$ cat src/rtl/pclk_ctrl.sv
module pclk_ctrl #(
  parameter int          ADDR_W     = 3,
  parameter int          NUM_REFS   = 4,
  parameter int          DIV_W      = 4,
  parameter int          STATUS_LAT = 4,
  parameter int          TRIG_LAT   = 3,
  parameter logic [31:0] KEY        = 32'h00A5A501
) (
  input  logic              clk,
  input  logic              rst_n,
  input  logic [ADDR_W-1:0] bus_addr,
  input  logic [31:0]       bus_wdata,
  input  logic              bus_we,
  output logic [31:0]       bus_rdata,
  input  logic [NUM_REFS-1:0] ref_tick,
  input  logic              hw_gate_req,
  output logic              clk_en_out
);
  localparam int SEL_W   = (NUM_REFS > 1) ? $clog2(NUM_REFS) : 1;
  localparam int SEL_POS = 8;
  localparam int TCNT_W  = $clog2(TRIG_LAT + 1);

  logic                  unlocked, sw_en, hw_sel, busy;
  logic [STATUS_LAT-1:0] st_pipe;
  logic [DIV_W-1:0]      pend_div, act_div, dcnt;
  logic [SEL_W-1:0]      pend_sel, act_sel;
  logic [TCNT_W-1:0]     tcnt;

  wire wr_ok    = bus_we && unlocked && (bus_addr != '0);
  wire commit   = busy && (tcnt == TCNT_W'(1));
  wire status   = st_pipe[STATUS_LAT-1];
  wire gate_req = hw_sel ? sw_en : hw_gate_req;
  wire sel_ok   = {1'b0, act_sel} < (SEL_W+1)'(NUM_REFS);
  wire sel_tick = sel_ok ? ref_tick[act_sel] : 1'b0;
  wire div_hit  = (dcnt == act_div);

  always_ff @(posedge clk) begin
    if (!rst_n) begin
      unlocked <= 1'b0;
      sw_en    <= 1'b0;
      hw_sel   <= 1'b0;
      st_pipe  <= '0;
      pend_div <= '0;
      pend_sel <= '0;
      act_div  <= '0;
      act_sel  <= '0;
      busy     <= 1'b0;
      tcnt     <= '0;
      dcnt     <= '0;
      clk_en_out <= 1'b0;
    end else begin
      if (bus_we && bus_addr == '0) begin
        if (bus_wdata == KEY)        unlocked <= 1'b1;
        else if (bus_wdata == 32'h0) unlocked <= 1'b0;
      end
      if (wr_ok && bus_addr == ADDR_W'(1)) begin
        sw_en  <= bus_wdata[0];
        hw_sel <= bus_wdata[1];
      end
      if (wr_ok && bus_addr == ADDR_W'(2)) begin
        pend_div <= bus_wdata[DIV_W-1:0];
        pend_sel <= bus_wdata[SEL_POS +: SEL_W];
      end
      st_pipe <= {st_pipe[STATUS_LAT-2:0], gate_req};
      if (busy) begin
        tcnt <= tcnt - TCNT_W'(1);
        if (commit) begin
          busy    <= 1'b0;
          act_div <= pend_div;
          act_sel <= pend_sel;
        end
      end else if (wr_ok && bus_addr == ADDR_W'(3) && bus_wdata[0]) begin
        busy <= 1'b1;
        tcnt <= TCNT_W'(TRIG_LAT);
      end
      if (commit || !status)  dcnt <= '0;
      else if (sel_tick)      dcnt <= div_hit ? '0 : dcnt + DIV_W'(1);
      clk_en_out <= status && sel_tick && div_hit;
    end
  end

  always_comb begin
    bus_rdata = '0;
    case (bus_addr)
      ADDR_W'(0): bus_rdata[0] = unlocked;
      ADDR_W'(1): bus_rdata[2:0] = {status, hw_sel, sw_en};
      ADDR_W'(2): begin
        bus_rdata[DIV_W-1:0]       = pend_div;
        bus_rdata[SEL_POS +: SEL_W] = pend_sel;
      end
      ADDR_W'(3): bus_rdata[0] = busy;
      ADDR_W'(4): begin
        bus_rdata[DIV_W-1:0]       = act_div;
        bus_rdata[SEL_POS +: SEL_W] = act_sel;
      end
      default: bus_rdata = '0;
    endcase
  end

  assert_key_opens_R1: assert property (@(posedge clk) disable iff (!rst_n)
    (bus_we && bus_addr == '0 && bus_wdata == KEY) |=> unlocked);

  assert_locked_ignore_R2: assert property (@(posedge clk) disable iff (!rst_n)
    (!unlocked && bus_we && bus_addr != '0) |=> $stable({sw_en, hw_sel, pend_div, pend_sel}));

  assert_active_hold_R6: assert property (@(posedge clk) disable iff (!rst_n)
    !$fell(busy) |-> ($stable(act_div) && $stable(act_sel)));

  assert_commit_copy_R7: assert property (@(posedge clk) disable iff (!rst_n)
    $fell(busy) |-> (act_div == $past(pend_div) && act_sel == $past(pend_sel)));

  assert_trig_busy_R7: assert property (@(posedge clk) disable iff (!rst_n)
    $rose(busy) |=> busy);

  assert_gate_low_R9: assert property (@(posedge clk) disable iff (!rst_n)
    clk_en_out |-> $past(status));
endmodule

$ cat config.mk
export PLATFORM = sky130hd
export DESIGN_NAME = pclk_ctrl
export DESIGN_NICKNAME = d
export VERILOG_FILES = /design/src/rtl/pclk_ctrl.sv
export SDC_FILE = /design/constraint.sdc
export NUM_CORES = 1
export LEC_CHECK = 0
export ABC_AREA = 1
export BUFFER_PORTS_ARGS = -buffer_cell sky130_fd_sc_hd__buf_2
export CORE_ASPECT_RATIO = 1.1
export CORE_MARGIN = 5
export CORE_UTILIZATION = 49
export CTS_BUF_LIST = sky130_fd_sc_hd__clkbuf_4
export CTS_CLUSTER_SIZE = 10
export DETAILED_ROUTE_END_ITERATION = 8
export MAX_ROUTING_LAYER = met4
export PLACE_DENSITY = 0.79
export SLEW_MARGIN = 20
export SYNTH_ARGS = -nofsm -noshare
export SYNTH_HDL_FRONTEND = slang
export SYNTH_SLANG_ARGS = --single-unit
$ cat constraint.sdc
create_clock -name clk -period 1.3 [get_ports clk]
set_input_delay 0.26 -clock clk [delete_from_list [all_inputs] [get_ports clk]]
set_output_delay 0.26 -clock clk [all_outputs]
set_load 0.03 [all_outputs]
==> out/qor.yml, run 1 <==
run_status:
  status: "complete, but fails checks"
  violations: "negative setup slack"
critical_path:
  path_cells: "nand2_1 -> and3_1 -> o221ai_2 -> buf_6"
  cp.depth: 4
  crit_arrival_ns: 1.13
  reg2reg_from: "act_div[0]$_SDFFE_PN0P_"
  rrSetupSlack_ns: 0.06
  worst_path_largest_cell_delay_ns: 0.36
  endpoint_kind: "output port"
  reg2regPathDepth: 6
  slowest_stage: "dfxtp_2"
  reg2reg_to: "dcnt[3]$_SDFFE_PP0P_"
  startpoint_type: "flip-flop"
  cp.required_ns: 1.04
  crit_type: "flip-flop to output port"
  path_max_fanout: 2
  crit_family: "flip-flops"
  cp_num_buf_inv: 1
synthesis:
  ys_ff_latch: 27
  netlist_area_um2: 1700
  async_reset_ff_share_pct: 0
  synthCells: 237
  synth_cell_types: 32
  synth_edf_count: 0
  ys_warn_count: 0
  yosysSeqAreaShare_pct: 31.7
  avgSynthCellArea_um2: 7.19
  synthFlopType: "dfxtp_1"
die:
  start_util_pct: 50.7
  die-area_um2: 4760
  num_rows: 22
  die_x_um: 66.2
  core-area_um2: 3360
  die_h_um: 71.8
  ioPinCount: 76
sta:
  rsz0062_at_grt: "true"
  fin_crit_sh_pct: 107
  slew_violations: 0
  setup_viol: 5
  final.setup.worst_slack_ns: -0.0898
  hold_violations: 0
  fmax_mhz: 720
  skew_ns: 0.00819
  period_minus_slack_ns: 1.39
clocking:
  cts_tree: "yes"
  cts_buffer_depth: 2
  htree_levels: 1
  clock_sinks: 27
  cts_hold_buf: 0
  clock_latency_ns: 0.32
  cts_made_buffers: 3
  ctsRootBufferMaster: "clkbuf_4"
  clkTransAtPathRegs_ns: 0.14
cells_and_area:
  final_common_cell: "buf_2"
  diodes: 0
  fin_cells: 357
  nNetsFinal: 355
  layout.cells.most_common_list: "buf_2, nor2_1, nand2_1"
  nFillCells: 321
  area_delta_synth_final_pct: 31.5
  drive_gt1_share_pct: 44.3
placed_design:
  dp_cells: 346
  portBuffers: 49
  hpwl_um: 3130
  gp_congestion: 0.847
drt:
  vias_per_cell: 4.62
  final_antenna_net_count: 0
  route.vias.total: 1648
  drc: 0
  routedWlPerCell_um: 11.0
  drt_iter0_drc: 38
  routed_wl_um: 3930
  dr.pass1.iters: 4
min_path:
  hold_path.startpoint: "hw_gate_req"
  hold_depth: 3
  hold_class: "input port to flip-flop"
  hold_path_end: "st_pipe[0]$_SDFF_PN0_"
global_route:
  grt_pass1_vias: 1575
  antenna_found_initial: 0
  grt-ovfl-total: 0
  grtUsageTotal_pct: 17.2
  grt_pass1_wl_um: 6490
  grt_max_degree: 19
pwr:
  ir_drop_v: 0.000342
  leakage_nw: 1.08
  total_power_mw: 1.51
  power.density_nw_per_um2: 674
flow_run:
  cap_violations: 0
-- cells by family (layout without fill, tap and decap cells) --
logic type      Yosys count  in the layout  share of synthesized area (%)
other cells               1             26                          0.220
fa+ha+maj                 2              2                           1.47
flops                    27             27                           31.7
simple gates             93             93                           26.8
buf+inv                  64            111                           20.7
xor+xnor                  6              6                           3.09
compound gates           44             44                           15.9
-- worst reg2reg max path: cells and delay by family, from the launching register on --
family | cells | cell delay, ns
buffers and inverters | 1 | 0.14
xor gates and xnor gates | 1 | 0.13
DFF | 1 | 0.35
AOI/OAI and AO/OA | 1 | 0.19
and+or+nand+nor | 3 | 0.34
-- power by group --
part           switching [mW]  internal [mW]  total, mW
clock network           0.238          0.115      0.353
registers             0.00143          0.832      0.833
logic                   0.217          0.106      0.322
total                   0.456           1.05       1.51
-- area by class of cell --
cell class | instances | area (um2) | area share (%)
clock buffer | 3 | 22.5 | 1.01
timing repair buffer | 72 | 474 | 21.2
sequential | 27 | 552 | 24.6
multi-input combinational | 171 | 987 | 44.1
inverter | 35 | 139 | 6.20
clock inverter | 1 | 5.00 | 0.223
tap | 48 | 60.1 | 2.68
-- per-layer routing --
layer / global-route usage, % / part of all wire (%) / up-vias
met5: - / 0 / -
met1: 20.4 / 41 / 724
li1: - / - / 860
met3: 2.51 / 6.6 / 8
met2: 30.8 / 51 / 56
met4: 3.16 / 1.3 / 0
-- worst max path at each step --
stage / from / endpoint
floorplan: bus_addr[0] / bus_rdata[2]
global placement: bus_addr[0] / bus_rdata[0]
detailed placement: bus_addr[0] / bus_rdata[1]
CTS: act_div[0]$_SDFFE_PN0P_ / bus_rdata[0]
global route: act_div[0]$_SDFFE_PN0P_ / bus_rdata[0]
finish: act_div[0]$_SDFFE_PN0P_ / bus_rdata[0]
-- registers in the layout (all words and copies together) (netlist names) --
signal	count
act_div	4
dcnt	4
pend_div	4
st_pipe	4
act_sel	2
pend_sel	2
tcnt	2
busy	1
clk_en_out	1
hw_sel	1
sw_en	1
unlocked	1
-- timing repair --
item | CTS | global route
setup buffers | 5 | 3
pin swaps | 4 | 5
gates resized for setup | 42 | 9
endpoints found under the setup margin | 6 | 10
-- Yosys cell counts (2+ instances only) --
master	instances	area share (%)
nor2_1	33	7.3
nor2_2	2	0.73
dfxtp_1	27	32
nand2_2	6	2.2
a21oi_2	3	1.5
o21ai_1	3	0.88
inv_1	25	5.5
nand3_1	3	0.88
buf_4	27	12
o22ai_1	2	0.73
ha_1	2	1.5
nand4_1	6	2.2
inv_2	9	2.0
o21ai_2	5	2.6
nand2_1	32	7.1
a21oi_1	17	5.0
o21ai_0	10	2.9
nor3_2	2	1.2
nand3_2	3	1.8
o221ai_1	3	1.5
xor2_1	6	3.1
-- through the flow --
stage / util, % / TNS (ns) / setup WS [ns] / cell area, um2 / hold WS [ns]
finish: 66.7 / -0.223 / -0.0898 / 2240 / 0.219
global route: 66.7 / -0.498 / -0.160 / 2240 / 0.216
global placement: 59.6 / -0.663 / -0.134 / 2000 / 0.393
floorplan: - / -0.0667 / -0.0262 / 1800 / 0.390
detailed placement: 59.6 / -0.962 / -0.174 / 2000 / 0.401
CTS: 65.6 / -0.197 / -0.0833 / 2200 / 0.222
(Power assumes the default switching activity.)
==> inputs of run 2 (changes only) <==
--- a/config.mk
+++ b/config.mk
@@ -9,12 +9,11 @@
 export BUFFER_PORTS_ARGS = -buffer_cell sky130_fd_sc_hd__buf_2
 export CORE_ASPECT_RATIO = 1.1
 export CORE_MARGIN = 5
-export CORE_UTILIZATION = 49
-export CTS_BUF_LIST = sky130_fd_sc_hd__clkbuf_4
+export CORE_UTILIZATION = 47
 export CTS_CLUSTER_SIZE = 10
 export DETAILED_ROUTE_END_ITERATION = 8
 export MAX_ROUTING_LAYER = met4
-export PLACE_DENSITY = 0.79
+export PLACE_DENSITY = 0.76
 export SLEW_MARGIN = 20
 export SYNTH_ARGS = -nofsm -noshare
 export SYNTH_HDL_FRONTEND = slang
==> run 2 against run 1 <==
  * The flow still finishes with violations (negative setup slack)
  * Sequential power about the same
  * Worst setup slack improved by 0.032 ns
  * Power increased by 9.6%
  * Clock skew decreased by 0.0049 ns
  * Global-route usage increased by 0.12 points
  * Combinational power increased by 5%
  * Die area increased by 3.6%
  * Largest cell class unchanged
==> out/qor.yml, run 2 (synthesized netlist as in run 1, its figures left out) <==
run_status:
  status: "complete, but fails checks"
  violations: "negative setup slack"
clocking:
  cts_made_buffers: 3
  cts_tree: "yes"
  htree_levels: 1
  clock_latency_ns: 0.28
  ctsRootBufferMaster: "clkbuf_8"
  cts_buffer_depth: 2
  clkTransAtPathRegs_ns: 0.09
  clock_sinks: 27
  cts_hold_buf: 0
pwr:
  leakage_nw: 1.11
  total_power_mw: 1.65
  ir_drop_v: 0.000415
  power.density_nw_per_um2: 713
critical_path:
  path_cells: "nand2_1 -> and3_4 -> o221ai_4 -> buf_6"
  crit_family: "flip-flops"
  crit_arrival_ns: 1.10
  cp.required_ns: 1.04
  path_max_fanout: 2
  reg2reg_from: "tcnt[1]$_SDFFE_PN0P_"
  slowest_stage: "dfxtp_2"
  rrSetupSlack_ns: 0.09
  worst_path_largest_cell_delay_ns: 0.33
  cp_num_buf_inv: 1
  endpoint_kind: "output port"
  reg2reg_to: "dcnt[1]$_SDFFE_PP0P_"
  reg2regPathDepth: 7
  crit_type: "flip-flop to output port"
  startpoint_type: "flip-flop"
placed_design:
  dp_cells: 347
  portBuffers: 49
  pre_cts_ws_ns: -0.185
  gp_congestion: 0.905
  hpwl_um: 3150
cells_and_area:
  area_delta_synth_final_pct: 36.1
  nNetsFinal: 354
  fin_cells: 358
  drive_gt1_share_pct: 43.5
  final_util_pct: 65.0
  final_common_cell: "buf_2"
  nFillCells: 349
  layout.cells.most_common_list: "buf_2, nor2_1, nand2_1"
  diodes: 0
global_route:
  grtUsageTotal_pct: 17.4
  grt-ovfl-total: 0
  grt_pass1_vias: 1538
  grt_pass1_wl_um: 6410
  grt_max_degree: 19
  antenna_found_initial: 0
min_path:
  hold_path.startpoint: "hw_gate_req"
  hold_depth: 3
  hold_class: "input port to flip-flop"
  hold_path_end: "st_pipe[0]$_SDFF_PN0_"
sta:
  rsz0062_at_grt: "true"
  final.setup.worst_slack_ns: -0.0573
  hold_violations: 0
  fmax_mhz: 737
  skew_ns: 0.00324
  fin_crit_sh_pct: 104
  setup_viol: 2
  slew_violations: 0
  period_minus_slack_ns: 1.36
die:
  die_h_um: 73.1
  start_util_pct: 47.7
  die_x_um: 67.4
  core-area_um2: 3570
  num_rows: 23
  ioPinCount: 76
  die-area_um2: 4930
drt:
  drt_iter0_drc: 53
  drc: 0
  routed_wl_um: 4090
  final_antenna_net_count: 0
  routedWlPerCell_um: 11.4
  dr.pass1.iters: 4
  route.vias.total: 1656
  vias_per_cell: 4.63
flow_run:
  cap_violations: 0
[run 2: changes by cell type in the layout (fill, tap and decap cells not counted), moves of 2 or more]
cell	change
buf_8	+2
buf_4	-4
o22ai_2	-2
clkbuf_4	-3
o22ai_4	+2
inv_2	-2
clkbuf_8	+3
inv_1	+2
[run 2: how the worst max path moves through the flow]
stage,start,end,cells past startpoint
floorplan,bus_addr[0],bus_rdata[2],3
global placement,bus_addr[0],bus_rdata[0],8
detailed placement,bus_addr[0],bus_rdata[0],8
CTS,bus_addr[1],bus_rdata[0],8
global route,act_div[0]$_SDFFE_PN0P_,bus_rdata[0],4
finish,unlocked$_SDFFE_PN0P_,bus_rdata[0],4
[run 2: through the flow]
stage          setup TNS, ns  hold WS (ns)  area [um2]
3_5_place_dp          -0.990         0.405        2000
5_1_grt               -0.302         0.280        2320
6_report             -0.0598         0.272        2320
3_3_place_gp          -0.755         0.392        2000
2_1_floorplan        -0.0667         0.390        1800
4_1_cts              -0.0411         0.273        2200
[run 2: tightest hold or removal path: stages]
cell	delay (ns)
buf_2	0.08
o21ai_0	0.06
a21oi_1	0.11
[run 2: cell type report]
type,instances,area (um2),area share [%]
Sequential cell,27,551,23.7
Timing Repair Buffer,71,485,20.9
Clock buffer,4,45.0,1.94
Tap cell,50,62.6,2.70
Inverter,35,139,5.99
Multi-Input combinational cell,171,1040,44.7
[run 2: power breakdown]
| part | internal (mW) | total (mW) | leakage [nW] | switching (mW) |
|---|---|---|---|---|
| sequential | 0.831 | 0.832 | 0.222 | 0.00156 |
| combinational | 0.114 | 0.338 | 0.864 | 0.224 |
| clock | 0.220 | 0.483 | 0.0228 | 0.263 |
[run 2: repair_timing]
item | CTS | global route
hold endpoints to repair | 0 | 0
resized for setup | 38 | 22
pin swaps | 9 | 8
buffers inserted | 4 | 3
endpoints found under the setup margin | 6 | 11
[run 2: per-layer routing]
layer / vias up / wire length (um) / track usage [%]
li1: 855 / - / -
met1: 739 / 1660 / 20.2
met2: 57 / 2070 / 29.8
met3: 5 / 292 / 2.31
met4: 0 / 65 / 6.76
met5: - / 0 / -
==> inputs of run 3 (changes only) <==
--- a/config.mk
+++ b/config.mk
@@ -5,11 +5,10 @@
 export SDC_FILE = /design/constraint.sdc
 export NUM_CORES = 1
 export LEC_CHECK = 0
-export ABC_AREA = 1
 export BUFFER_PORTS_ARGS = -buffer_cell sky130_fd_sc_hd__buf_2
 export CORE_ASPECT_RATIO = 1.1
 export CORE_MARGIN = 5
-export CORE_UTILIZATION = 47
+export CORE_UTILIZATION = 46
 export CTS_CLUSTER_SIZE = 10
 export DETAILED_ROUTE_END_ITERATION = 8
 export MAX_ROUTING_LAYER = met4
==> run 3 against run 2 <==
  * The flow still finishes with violations (negative setup slack)
  * Utilization is 2.2 points higher
  * Global-route usage hardly changed
  * Sequential share of layout area increased by 1.3 points
  * Die area is 4.6% lower
  * Synthesized area down 7.3%
  * First-iteration DRC count is 32% lower
  * Cell area fell by 3.5%
  * Register-to-register slack lost 0.20 ns
  * Critical path depth unchanged
  * Worst setup slack got worse by 0.50 ns
  * Sequential cell count is the same
==> out/qor.yml, run 3 <==
run_status:
  status: "complete, but fails checks"
  violations: "negative setup slack"
synthesis:
  yosysTopAreaCell: "dfxtp_1"
  synth_cell_types: 38
  ys_ff_latch: 27
  async_reset_ff_share_pct: 0
  netlist_area_um2: 1580
  synthFlopType: "dfxtp_1"
  synth_edf_count: 0
  synthCells: 174
  yosys-top-cells-count: "dfxtp_1, buf_4, nor2b_1"
  synthDominantCellAreaShare_pct: 34.3
  ys_warn_count: 0
  yosysSeqAreaShare_pct: 34.3
  yosysMostFrequentCell: "dfxtp_1"
  avgSynthCellArea_um2: 9.07
  synthTopCellsByArea: "dfxtp_1, buf_4, mux2i_1"
sta:
  fmax_mhz: 539
  final.setup.worst_slack_ns: -0.554
  setup_viol: 14
  skew_ns: 0.00149
  rsz0062_at_grt: "true"
  period_minus_slack_ns: 1.85
  fin_crit_sh_pct: 143
  tns_ns: -1.64
  whs_ns: 0.188
  hold_violations: 0
  slew_violations: 0
pwr:
  leakage_nw: 0.937
  p_int_mw: 1.06
  p_clk_share_pct: 24.0
  switching_share_pct: 29.0
  netSwitchingPower_mw: 0.432
  seq_power_share_pct: 55.7
  ir_drop_v: 0.000493
  power.density_nw_per_um2: 665
  combPwrFrac_pct: 20.3
drt:
  final_antenna_net_count: 0
  routed_wl_um: 3860
  route.vias.total: 1430
  drt_iter0_drc: 36
  routedWlPerCell_um: 12.9
  vias_per_cell: 4.80
  dr.pass1.iters: 4
  drc: 0
clocking:
  cts_hold_buf: 0
  clkTransAtPathRegs_ns: 0.14
  cts_buffer_depth: 2
  clock_latency_ns: 0.32
  htree_levels: 1
  cts_tree: "yes"
  clock_sinks: 27
  cts_made_buffers: 3
  ctsRootBufferMaster: "clkbuf_4"
placed_design:
  gp_congestion: 0.786
  hpwl_um: 2970
  pre_cts_ws_ns: -0.331
  portBuffers: 49
flow_run:
  cap_violations: 0
cells_and_area:
  nNetsFinal: 296
  layout.cells.most_common_list: "buf_2, buf_4, conb_1"
  final_util_pct: 67.2
  final_common_cell: "buf_2"
  drive_gt1_share_pct: 51.6
  diodes: 0
  area_delta_synth_final_pct: 41.9
critical_path:
  cp_num_buf_inv: 1
  path_cells: "mux4_2 -> nor2b_4 -> a31o_4 -> buf_6"
  crit_type: "flip-flop to output port"
  crit_arrival_ns: 1.59
  endpoint_kind: "output port"
  path_max_fanout: 2
  crit_family: "multiplexers"
  worst_path_largest_cell_delay_ns: 0.46
  startpoint_type: "flip-flop"
  cp.required_ns: 1.04
  slowest_stage: "mux4_2"
die:
  die-area_um2: 4700
  num_rows: 22
  start_util_pct: 47.4
  core-area_um2: 3330
  ioPinCount: 76
  die_x_um: 65.8
  die_h_um: 71.4
global_route:
  grtUsageTotal_pct: 17.4
  grt_pass1_wl_um: 6310
  grt-ovfl-total: 0
  grt_pass1_vias: 1446
  grt_max_degree: 25
  antenna_found_initial: 0
min_path:
  hold_class: "input port to flip-flop"
## run 3: changes by cell type after synthesis, moves of 6 or more
cell / before / now
inv_1: 25 / 4
nand2_1: 32 / 12
inv_2: 9 / 1
nor2_1: 33 / 8
nand2_2: 6 / 0
a21oi_1: 17 / 0
nand3_1: 3 / 11
o21ai_0: 10 / 1
nor2b_1: 0 / 14
mux2i_1: 0 / 9
a21boi_0: 0 / 6
## run 3: power by group through the flow
stage | combinational (mW) | sequential (mW) | clock [mW]
after global routing | 0.325 | 0.829 | 0.408
after detailed placement | 0.265 | 0.851 | 0
final | 0.302 | 0.829 | 0.357
after global placement | 0.262 | 0.851 | 0
after floorplan | 0.223 | 0.851 | 0
after CTS | 0.286 | 0.833 | 0.380
## run 3: timing repair
action / CTS / global route
setup buffers: 4 / 5
pin swaps: 9 / 7
gates resized for setup: 42 / 17
setup endpoints to repair: 15 / 20
## run 3: worst register-to-register path: cells and delay by family, from the launching register on
kind	cells	cell delay [ns]
and+or+nand+nor	3	0.42
DFF	1	0.36
buffers and inverters	3	0.34
muxes	1	0.21
## run 3: metrics by stage
step                power, mW  cell area [um2]  std cells
floorplan                1.07             1710        199
global placement         1.11             1940        285
detailed placement       1.12             1940        285
CTS                      1.50             2130        293
global route             1.56             2240        298
finish                   1.49             2240        298
## run 3: cells by family after synthesis
kind of cell | synth area share [%]
AO/OA/AOI/OAI | 10.9
AND/OR/NAND/NOR | 24.7
XOR/XNOR | 3.89
other | 0.238
flip-flops | 34.3
buffers and inverters | 15.9
multiplexers | 8.56
adder cells (fa/ha/maj) | 1.59
## run 3: routing by layer
| layer | track usage (%) | wire [um] |
|---|---|---|
| met2 | 30.8 | 2010 |
| met5 | - | 0 |
| met4 | 2.76 | 11 |
| met3 | 4.55 | 303 |
| met1 | 19.7 | 1530 |
## run 3: path summary, 6_finish.rpt
path                                             from                  endpoint  slack (ns)  cells after the start
worst max-delay path                  busy$_SDFF_PN0_              bus_rdata[0]       -0.55                      4
worst min-delay path                      hw_gate_req     st_pipe[0]$_SDFF_PN0_        0.19                      3
worst max register to register  unlocked$_SDFFE_PN0P_  pend_div[1]$_SDFFE_PN0P_       -0.11                      7
worst min register to register  st_pipe[1]$_SDFF_PN0_     st_pipe[2]$_SDFF_PN0_        0.45                      1
## run 3: layout make-up
| class | count | area [um2] |
|---|---|---|
| Clock buffer | 3 | 22.5 |
| Clock inverter | 1 | 5.00 |
| Fill cell | 290 | 1090 |
| Inverter | 5 | 21.3 |
| Multi-Input combinational cell | 134 | 1030 |
| Sequential cell | 27 | 561 |
| Tap cell | 48 | 60.1 |
| Timing Repair Buffer | 80 | 541 |
